[config.mk]
export PLATFORM = sky130hd
export DESIGN_NAME = uv_host_seq
export DESIGN_NICKNAME = d
export VERILOG_FILES = /design/src/rtl/uv_host_seq_pkg.sv /design/src/rtl/uv_host_seq_ctrl.sv /design/src/rtl/uv_host_seq_dpath.sv /design/src/rtl/uv_host_seq.sv
export SDC_FILE = /design/constraint.sdc
export NUM_CORES = 1
export LEC_CHECK = 0
export ABC_AREA = 0
export BUFFER_PORTS_ARGS = -buffer_cell sky130_fd_sc_hd__buf_2
export CORE_UTILIZATION = 61
export CTS_CLUSTER_SIZE = 14
export DETAILED_ROUTE_END_ITERATION = 8
export GPL_ROUTABILITY_DRIVEN = 0
export PLACE_DENSITY_LB_ADDON = 0.05
export SYNTH_ARGS = -nofsm -noshare
export SYNTH_HDL_FRONTEND = slang
export SYNTH_HIERARCHICAL = 1
export SYNTH_SLANG_ARGS = --single-unit
[constraint.sdc]
create_clock -name clk -period 5.89 [get_ports clk]
set_input_delay 0.2945 -clock clk [delete_from_list [all_inputs] [get_ports clk]]
set_output_delay 0.2945 -clock clk [all_outputs]
set_load 0.05 [all_outputs]
[src/rtl/uv_host_seq_pkg.sv]
package uv_host_seq_pkg;

  localparam int BYTE_W = 8;

  // bus operation codes seen by the byte-level controller
  typedef enum logic [1:0] {
    OP_START = 2'd0,
    OP_WRITE = 2'd1,
    OP_READ  = 2'd2,
    OP_STOP  = 2'd3
  } busOpE;

  // one transaction kind per job
  typedef enum logic [2:0] {
    J_ARA  = 3'd0,
    J_INIT = 3'd1,
    J_CMD  = 3'd2,
    J_MSB  = 3'd3,
    J_LSB  = 3'd4
  } jobE;

  // control-to-datapath strobes
  typedef struct packed {
    logic capMsb;
    logic capLsb;
    logic takeCmd;
    logic clrRdPend;
    logic setInit;
    logic setNack;
  } seqStrobeT;

  localparam logic [BYTE_W-1:0] ADDR_ALERT_RD = 8'h19;
  localparam logic [BYTE_W-1:0] ADDR_CMD_WR   = 8'h70;
  localparam logic [BYTE_W-1:0] ADDR_HI_RD    = 8'h73;
  localparam logic [BYTE_W-1:0] ADDR_LO_RD    = 8'h71;
  localparam logic [BYTE_W-1:0] BOOT_CMD      = 8'h06;

endpackage

[src/rtl/uv_host_seq_ctrl.sv]
module uv_host_seq_ctrl
  import uv_host_seq_pkg::*;
(
  input  logic              clk,
  input  logic              rstN,
  input  logic              alertMode,
  input  logic              alertIn,
  input  logic              pendWr,
  input  logic              rdPend,
  input  logic              initDone,
  input  logic [BYTE_W-1:0] wrByte,
  input  logic              busOpDone,
  input  logic              busOpAck,
  output logic              busCmdValid,
  output logic [1:0]        busCmdOp,
  output logic [BYTE_W-1:0] busCmdByte,
  output seqStrobeT         stb
);

  typedef enum logic [1:0] {S_BOOT, S_IDLE, S_ISSUE, S_WAIT} stateE;
  typedef enum logic [1:0] {P_START, P_ADDR, P_DATA, P_STOP} stepE;

  stateE state;
  stepE  step;
  jobE   job, nextJob;
  logic  hasNext, aborting;

  logic              isRead, opDone, alertGo, idleGo;
  logic [BYTE_W-1:0] addrByte, dataByte;
  busOpE             opSel;

  always_comb begin
    isRead   = (job == J_ARA) || (job == J_MSB) || (job == J_LSB);
    case (job)
      J_ARA:   addrByte = ADDR_ALERT_RD;
      J_MSB:   addrByte = ADDR_HI_RD;
      J_LSB:   addrByte = ADDR_LO_RD;
      default: addrByte = ADDR_CMD_WR;
    endcase
    dataByte = (job == J_INIT) ? BOOT_CMD : wrByte;
    opDone   = (state == S_WAIT) && busOpDone;
    alertGo  = alertMode && alertIn;
    idleGo   = (state == S_IDLE) && initDone;

    stb           = '0;
    stb.capMsb    = opDone && (step == P_DATA) && (job == J_MSB);
    stb.capLsb    = opDone && (step == P_DATA) && (job == J_LSB);
    stb.setNack   = opDone && (step == P_ADDR) && !busOpAck;
    stb.setInit   = opDone && (step == P_STOP) && !aborting && (job == J_INIT);
    stb.takeCmd   = idleGo && !alertGo && pendWr;
    stb.clrRdPend = idleGo && !alertGo && !pendWr && rdPend;

    case (step)
      P_START: opSel = OP_START;
      P_ADDR:  opSel = OP_WRITE;
      P_DATA:  opSel = isRead ? OP_READ : OP_WRITE;
      default: opSel = OP_STOP;
    endcase
    busCmdValid = (state == S_ISSUE);
    busCmdOp    = opSel;
    if (step == P_ADDR)                busCmdByte = addrByte;
    else if (step == P_DATA && !isRead) busCmdByte = dataByte;
    else                               busCmdByte = '0;
  end

  always_ff @(posedge clk or negedge rstN) begin
    if (!rstN) begin
      state    <= S_BOOT;
      step     <= P_START;
      job      <= J_ARA;
      nextJob  <= J_INIT;
      hasNext  <= 1'b0;
      aborting <= 1'b0;
    end else begin
      case (state)
        S_BOOT: begin
          job     <= J_ARA;
          nextJob <= J_INIT;
          hasNext <= 1'b1;
          step    <= P_START;
          state   <= S_ISSUE;
        end
        S_IDLE: begin
          if (idleGo) begin
            if (alertGo) begin
              job     <= J_ARA;
              nextJob <= J_MSB;
              hasNext <= 1'b1;
              step    <= P_START;
              state   <= S_ISSUE;
            end else if (pendWr) begin
              job     <= alertMode ? J_CMD : J_ARA;
              nextJob <= J_CMD;
              hasNext <= !alertMode;
              step    <= P_START;
              state   <= S_ISSUE;
            end else if (rdPend) begin
              job     <= alertMode ? J_MSB : J_ARA;
              nextJob <= J_MSB;
              hasNext <= !alertMode;
              step    <= P_START;
              state   <= S_ISSUE;
            end
          end
        end
        S_ISSUE: state <= S_WAIT;
        S_WAIT: begin
          if (busOpDone) begin
            state <= S_ISSUE;
            case (step)
              P_START: step <= P_ADDR;
              P_ADDR: begin
                if (!busOpAck) begin
                  aborting <= 1'b1;
                  step     <= P_STOP;
                end else begin
                  step <= P_DATA;
                end
              end
              P_DATA: step <= P_STOP;
              default: begin
                step <= P_START;
                if (aborting) begin
                  aborting <= 1'b0;
                  hasNext  <= 1'b0;
                  state    <= S_IDLE;
                end else if (job == J_MSB) begin
                  job <= J_LSB;
                end else if (hasNext) begin
                  job     <= nextJob;
                  hasNext <= 1'b0;
                end else begin
                  state <= S_IDLE;
                end
              end
            endcase
          end
        end
        default: state <= S_IDLE;
      endcase
    end
  end

endmodule

[src/rtl/uv_host_seq_dpath.sv]
module uv_host_seq_dpath
  import uv_host_seq_pkg::*;
#(
  parameter int INIT_LIMIT = 37_500_000
) (
  input  logic                clk,
  input  logic                rstN,
  input  seqStrobeT           stb,
  input  logic [BYTE_W-1:0]   busRdByte,
  input  logic                cmdWrEn,
  input  logic [BYTE_W-1:0]   cmdWrData,
  input  logic                rdReq,
  output logic                pendWr,
  output logic                rdPend,
  output logic [BYTE_W-1:0]   wrByte,
  output logic                initDone,
  output logic [2*BYTE_W-1:0] uvData,
  output logic                uvValid,
  output logic                nackErr,
  output logic                initTimeout
);

  localparam int CNT_W = $clog2(INIT_LIMIT + 1);
  localparam logic [CNT_W-1:0] CNT_LAST = CNT_W'(INIT_LIMIT - 1);

  logic [BYTE_W-1:0] pendData, msbHold;
  logic [CNT_W-1:0]  bootCnt;

  // pending command slot: newest write wins
  always_ff @(posedge clk or negedge rstN) begin
    if (!rstN) begin
      pendWr   <= 1'b0;
      pendData <= '0;
      wrByte   <= '0;
    end else begin
      if (stb.takeCmd) wrByte <= pendData;
      if (cmdWrEn) begin
        pendWr   <= 1'b1;
        pendData <= cmdWrData;
      end else if (stb.takeCmd) begin
        pendWr <= 1'b0;
      end
    end
  end

  always_ff @(posedge clk or negedge rstN) begin
    if (!rstN) rdPend <= 1'b0;
    else if (rdReq) rdPend <= 1'b1;
    else if (stb.clrRdPend) rdPend <= 1'b0;
  end

  // result assembly
  always_ff @(posedge clk or negedge rstN) begin
    if (!rstN) begin
      msbHold <= '0;
      uvData  <= '0;
      uvValid <= 1'b0;
    end else begin
      uvValid <= stb.capLsb;
      if (stb.capMsb) msbHold <= busRdByte;
      if (stb.capLsb) uvData <= {msbHold, busRdByte};
    end
  end

  // status flags and start-up watchdog
  always_ff @(posedge clk or negedge rstN) begin
    if (!rstN) begin
      initDone    <= 1'b0;
      nackErr     <= 1'b0;
      initTimeout <= 1'b0;
      bootCnt     <= '0;
    end else begin
      if (stb.setInit) initDone <= 1'b1;
      if (stb.setNack) nackErr <= 1'b1;
      if (!initDone && !stb.setInit && !initTimeout) begin
        if (bootCnt == CNT_LAST) initTimeout <= 1'b1;
        else bootCnt <= bootCnt + 1'b1;
      end
    end
  end

endmodule

[src/rtl/uv_host_seq.sv]
module uv_host_seq
  import uv_host_seq_pkg::*;
#(
  parameter int INIT_LIMIT = 37_500_000
) (
  input  logic         clk,
  input  logic         rstN,
  input  logic         alertMode,
  input  logic         alertIn,
  input  logic         rdReq,
  input  logic         cmdWrEn,
  input  logic [7:0]   cmdWrData,
  output logic         busCmdValid,
  output logic [1:0]   busCmdOp,
  output logic [7:0]   busCmdByte,
  input  logic         busOpDone,
  input  logic         busOpAck,
  input  logic [7:0]   busRdByte,
  output logic [15:0]  uvData,
  output logic         uvValid,
  output logic         initDone,
  output logic         nackErr,
  output logic         initTimeout
);

  seqStrobeT         stb;
  logic              pendWr, rdPend;
  logic [BYTE_W-1:0] wrByte;

  uv_host_seq_ctrl u_ctrl (
    .clk         (clk),
    .rstN        (rstN),
    .alertMode   (alertMode),
    .alertIn     (alertIn),
    .pendWr      (pendWr),
    .rdPend      (rdPend),
    .initDone    (initDone),
    .wrByte      (wrByte),
    .busOpDone   (busOpDone),
    .busOpAck    (busOpAck),
    .busCmdValid (busCmdValid),
    .busCmdOp    (busCmdOp),
    .busCmdByte  (busCmdByte),
    .stb         (stb)
  );

  uv_host_seq_dpath #(.INIT_LIMIT(INIT_LIMIT)) u_dpath (
    .clk         (clk),
    .rstN        (rstN),
    .stb         (stb),
    .busRdByte   (busRdByte),
    .cmdWrEn     (cmdWrEn),
    .cmdWrData   (cmdWrData),
    .rdReq       (rdReq),
    .pendWr      (pendWr),
    .rdPend      (rdPend),
    .wrByte      (wrByte),
    .initDone    (initDone),
    .uvData      (uvData),
    .uvValid     (uvValid),
    .nackErr     (nackErr),
    .initTimeout (initTimeout)
  );

endmodule

Yosys cells after proc, flatten, opt, wreduce, memory -nomap -nowiden. Index checks and enable logic that the tools add are counted.

Output and inout port bits: 31. Input port bits: 24. Word-level logic and storage cells: 140. Register bits: 84.

Bitwise gates (word level): 2. $add $sub $neg: 1. Equality and inequality tests: 18. Mux-type cells: 56. Reductions and logical operators: 46.

Operators with widths (number): $mux W3 (13); $mux W2 (17); $add A26 B1 Y26 const B (1); $eq A26 B26 Y1 const B (1); $mux W8 (3); $pmux W7 S3 (1); $logic_and A1 B1 Y1 (18); $pmux W2 S3 (3); $mux W1 (14); $logic_not A1 Y1 (9); $pmux W3 S3 (1); $eq A2 B2 Y1 const B (4); $ne A2 B2 Y1 const B (4); $pmux W2 S4 (1); $reduce_and A4 Y1 (2); $reduce_and A7 Y1 (1); $ne A3 B2 Y1 const B (2); $pmux W3 S2 (1); $reduce_and A3 Y1 (2); $reduce_and A6 Y1 (1); $reduce_bool A2 Y1 (3); $eq A2 B1 Y1 const B (2); $logic_not A2 Y1 (2); $ne A4 B1 Y1 const B (1); other kinds (13) (16).

Logic depth before layout (Yosys ltp).
Depth after elaboration: 9. Depth in mapped cells: 9. Gate-level depth less buffers: 8.

Cells and area by module. The synthesis kept the hierarchy.

Modules (own cells, without submodules): uv_host_seq_dpath (times used 1, sequential area each 1801.7 µm², cells each 211, area each 2921.6 µm²); uv_host_seq_ctrl (times used 1, sequential area each 276.5 µm², cells each 124, area each 965.9 µm²).

Worst setup path after synthesis. OpenSTA, ideal clock, no wires.

Path type: register -> output. Start: reg u_ctrl.step[0]. End: out busCmdByte[3]. Required time: 5.595 ns. Setup slack: 3.471 ns. Buffers on the path: 1. Cell stages (with the launch flop): 7. Data arrival time: 2.125 ns. Cell sequence: dfrtp_1 inv_1 ha_1 clkbuf_1 nor2b_1 a32oi_1 o22ai_1.

Word-level cells in the longest chain between the ends: 4. Elaborated cells on any way between the ends: 5. Those cells by class: eq/ne (2); mux (2); reduce/logical (1).

RTL lines: start: declaration (line uv_host_seq_ctrl.sv:24) `stepE step;`; start signal: assignment (line uv_host_seq_ctrl.sv:69) `step <= P_START;`; start signal: assignment (line uv_host_seq_ctrl.sv:80) `step <= P_START;`; start signal: assignment (line uv_host_seq_ctrl.sv:89) `step <= P_START;`; $eq A2 B2 Y1 (line uv_host_seq_ctrl.sv:62) `else if (step == P_DATA && !isRead) busCmdByte = dataByte;`; $logic_and A1 B1 Y1 (line uv_host_seq_ctrl.sv:62); $mux W8 (line uv_host_seq_ctrl.sv:62); $mux W8 * (line uv_host_seq_ctrl.sv:61) `if (step == P_ADDR) busCmdByte = addrByte;`; end: declaration (line uv_host_seq.sv:15) `output logic [7:0] busCmdByte,`.

Mark *: on every way between the ends. The rest lies on a longest branch, timed or not.

Worst setup path after layout.
Start: reg u_ctrl.step[0]. End: out busCmdByte[1].

Same word-level chain as after synthesis.

==> impl_metrics.yaml <==
drt:
  ant_nets: 0
  wl_per_cell_um: 15.41
  drcViolationCount: 0
  vias: 2656
  drt_iter0_drc: 176
  vias_per_cell: 5.687
  drt_wl_total_um: 7198
  drt_first_pass_iters: 4
sta:
  rsz0062_at_grt: "no"
  setup_viol: 0
  slew_violations: 0
  period_minus_slack_ns: 2.763
  fin_hold_ws_ns: 0.08382
  min_period_over_period_pct: 46.91
  worstMarginPinSlew_ns: 0.9957
  max_freq_mhz: 361.9
  tns_ns: 0
  final-hold-violation-count: 0
  slew_headroom_pct: 33.62
  finClkSkew_ns: 0.006399
power:
  irDropWorstVdd_mv: 0.3139
  switching_share_pct: 38.88
  leakagePower_uw: 0.002137
  p_sw_uw: 604.6
  seqPwrFrac_pct: 45.3
  p_per_area_nw_per_um2: 354.1
  power_frac_comb_pct: 30.1
  internal-power_uw: 950.6
  clkPwrFrac_pct: 24.6
worst_setup_path:
  r2r_slack_ns: 3.56
  end_kind: "output pin"
  crit_path_top_delay_cell: "nor2b_1"
  rr_endpoint: "u_dpath/bootCnt[9]"
  crit_chain: "inv_1 -> ha_1 -> nor2b_1 -> a21boi_0 -> o21ai_0 -> a32o_1 -> buf_2"
  max_stage_delay_ns: 0.43
  reg2regPathDepth: 6
  arrival_ns: 2.47
  cp-start-kind: "register"
  cp_max_fo: 10
  crit-reg2reg-launch: "u_ctrl/state[1]"
  crit_type: "reg -> out"
  crit_required_ns: 5.60
clock_tree:
  cts_made_buffers: 9
  clock_sinks: 83
  ctsResizeCount: 0
  hold_buffers: 0
  htree_levels: 3
  clkSlewWorstSetupHoldPaths_ns: 0.09
  cts_tree: "done"
  post-cts-setup-buffer-count: 0
  clock-root-buffer: "clkbuf_8"
  clockBufferDepth: 2
  clk_latency_ns: 0.35
cells_and_area:
  area_growth_pct: 12.97
  fin_area_sq_um: 4392
  num_antenna_cells: 0
  nFillCells: 444
  multi_input_area_sq_um: 1719
  drive_above_1_share_pct: 31.63
  finalNonFillerCells: 467
  nNetsFinal: 417
  seqCellArea_sq_um: 2078
floorplanning:
  die_x_um: 81.83
  rows: 28
  die_area_sq_um: 6696
  fp.dieH_um: 81.83
  core_area_sq_um: 6026
  initial_core_util_pct: 64.51
  ioPinCount: 55
yosys:
  postSynthCellCount: 335
  syn_area_sq_um: 3887
  synth-seq-area-share_pct: 53.46
  synthTopCellsByCount: "82 x dfrtp_1, 40 x mux2_2, 22 x nand2_1, 20 x xnor2_1, 19 x nor2_1"
  ys.flop_type: "dfrtp_1"
  synth-edff-count: 0
  syn_avg_cell_area_sq_um: 11.60
  synth_seq_cells: 83
  ys_warn_count: 6
  syn_nets: 365
  yosysMostFrequentCell: "dfrtp_1"
  netlist.area_leader.share_pct: 52.78
  async_flop_share_pct: 100.0
  synth.area.top_cells: "dfrtp_1 53%, mux2_2 12%, xnor2_1 4.5%, nand2_1 2.1%, nand3_1 2.1%"
  netlist.top_cell.by_area: "dfrtp_1"
  synth_cell_type_count: 56
place:
  place_area_sq_um: 4209
  io_buffer_count: 54
  hpwl_um: 5075
  place_inst: 451
hold_path:
  min_path_type: "in -> async"
status:
  outcome: "finished, final reports clean"
global_routing:
  grt_pass1_wl_um: 12000
  antenna_found_initial: 0
  grt_start_max_net_pins: 84
  grt_pass1_vias: 2637
  grt_overflow: 0
  track_usage_pct: 24.25
flow_run:
  maxCapViolations: 0
==> cells in the final DEF (no fill, tap or decap), types with 4 or more instances in the layout <==
cell type	instances
a21o_1	5
a21oi_1	6
a31oi_1	4
and3_1	10
buf_2	53
clkbuf_8	9
dfrtp_1	82
ha_1	6
inv_1	9
mux2_2	40
nand2_1	22
nand2b_1	4
nand3_1	16
nand4_1	7
nor2_1	19
nor2b_1	8
nor3_1	6
o21ai_0	6
xnor2_1	20
xor2_1	5
==> final cells by class <==
type / instances / share of cell area [%]
Clock buffer: 9 / 2.821
Clock inverter: 7 / 1.339
Inverter: 10 / 0.8547
Multi-Input combinational cell: 228 / 39.15
Sequential cell: 83 / 47.32
Tap cell: 75 / 2.137
Timing Repair Buffer: 55 / 6.382
==> stage by stage <==
| stage | power [uW] | worst slack [ns] | utilization [%] |
|---|---|---|---|
| after floorplan | 1069 | 3.471 | - |
| after global placement | 1175 | 3.615 | 69.85 |
| after detailed placement | 1180 | 3.588 | 69.85 |
| after CTS | 1568 | 3.167 | 72.88 |
| after global routing | 1645 | 2.965 | 72.88 |
| final | 1555 | 3.127 | 72.88 |
==> how the worst max path moves through the flow <==
stage / from / endpoint / slack (ns) / cells past startpoint
after floorplan: u_ctrl/step[0] / busCmdByte[3] / 3.47 / 6
after global routing: u_ctrl/step[0] / busCmdByte[1] / 2.97 / 7
final: u_ctrl/step[0] / busCmdByte[1] / 3.13 / 7
after detailed placement: u_ctrl/step[0] / busCmdByte[1] / 3.59 / 7
after global placement: u_ctrl/step[0] / busCmdByte[1] / 3.62 / 7
after CTS: u_ctrl/step[0] / busCmdByte[1] / 3.17 / 7
==> state kept, by name (all words and copies together) (netlist names), 2 cells and up <==
name,flops
u_dpath/bootCnt,26
u_ctrl/step,2
u_dpath/wrByte,8
u_ctrl/job,3
u_dpath/uvData,16
u_dpath/msbHold,8
u_ctrl/nextJob,2
u_ctrl/state,2
u_dpath/pendData,8
==> worst max-delay path, delay by kind of cell, from the launching register on <==
| kind | cells | cell delay (ns) |
|---|---|---|
| adders and majority gates | 1 | 0.39 |
| and+or+nand+nor | 1 | 0.43 |
| buffers and inverters | 2 | 0.37 |
| DFF | 1 | 0.42 |
| AOI/OAI and AO/OA | 3 | 0.50 |
==> layer usage <==
| metal | track usage [%] | share of wire (%) |
|---|---|---|
| met1 | 32.32 | 47 |
| met2 | 37.60 | 46 |
| met5 | 0 | 0 |
| met4 | 11.93 | 1.9 |
| met3 | 5.222 | 4.3 |
==> logic make-up (layout without fill, tap and decap cells) <==
kind of cell	after synthesis	count (layout)	synth area share, %
AOI/OAI and AO/OA	39	39	7.081
and+or+nand+nor	113	113	16.42
xor gates and xnor gates	25	25	5.632
muxes	45	45	13.03
buffers and inverters	24	81	2.446
DFF	83	83	53.46
adders and majority gates	6	6	1.931
==> power groups by stage <==
stage	clock [uW]	sequential, uW	combinational (uW)
detailed placement	0	716	464
finish	382	705	468
CTS	397	705	466
floorplan	0	697	372
global route	416	716	514
global placement	0	713	461
No activity file was read; power rests on OpenSTA's default activity.
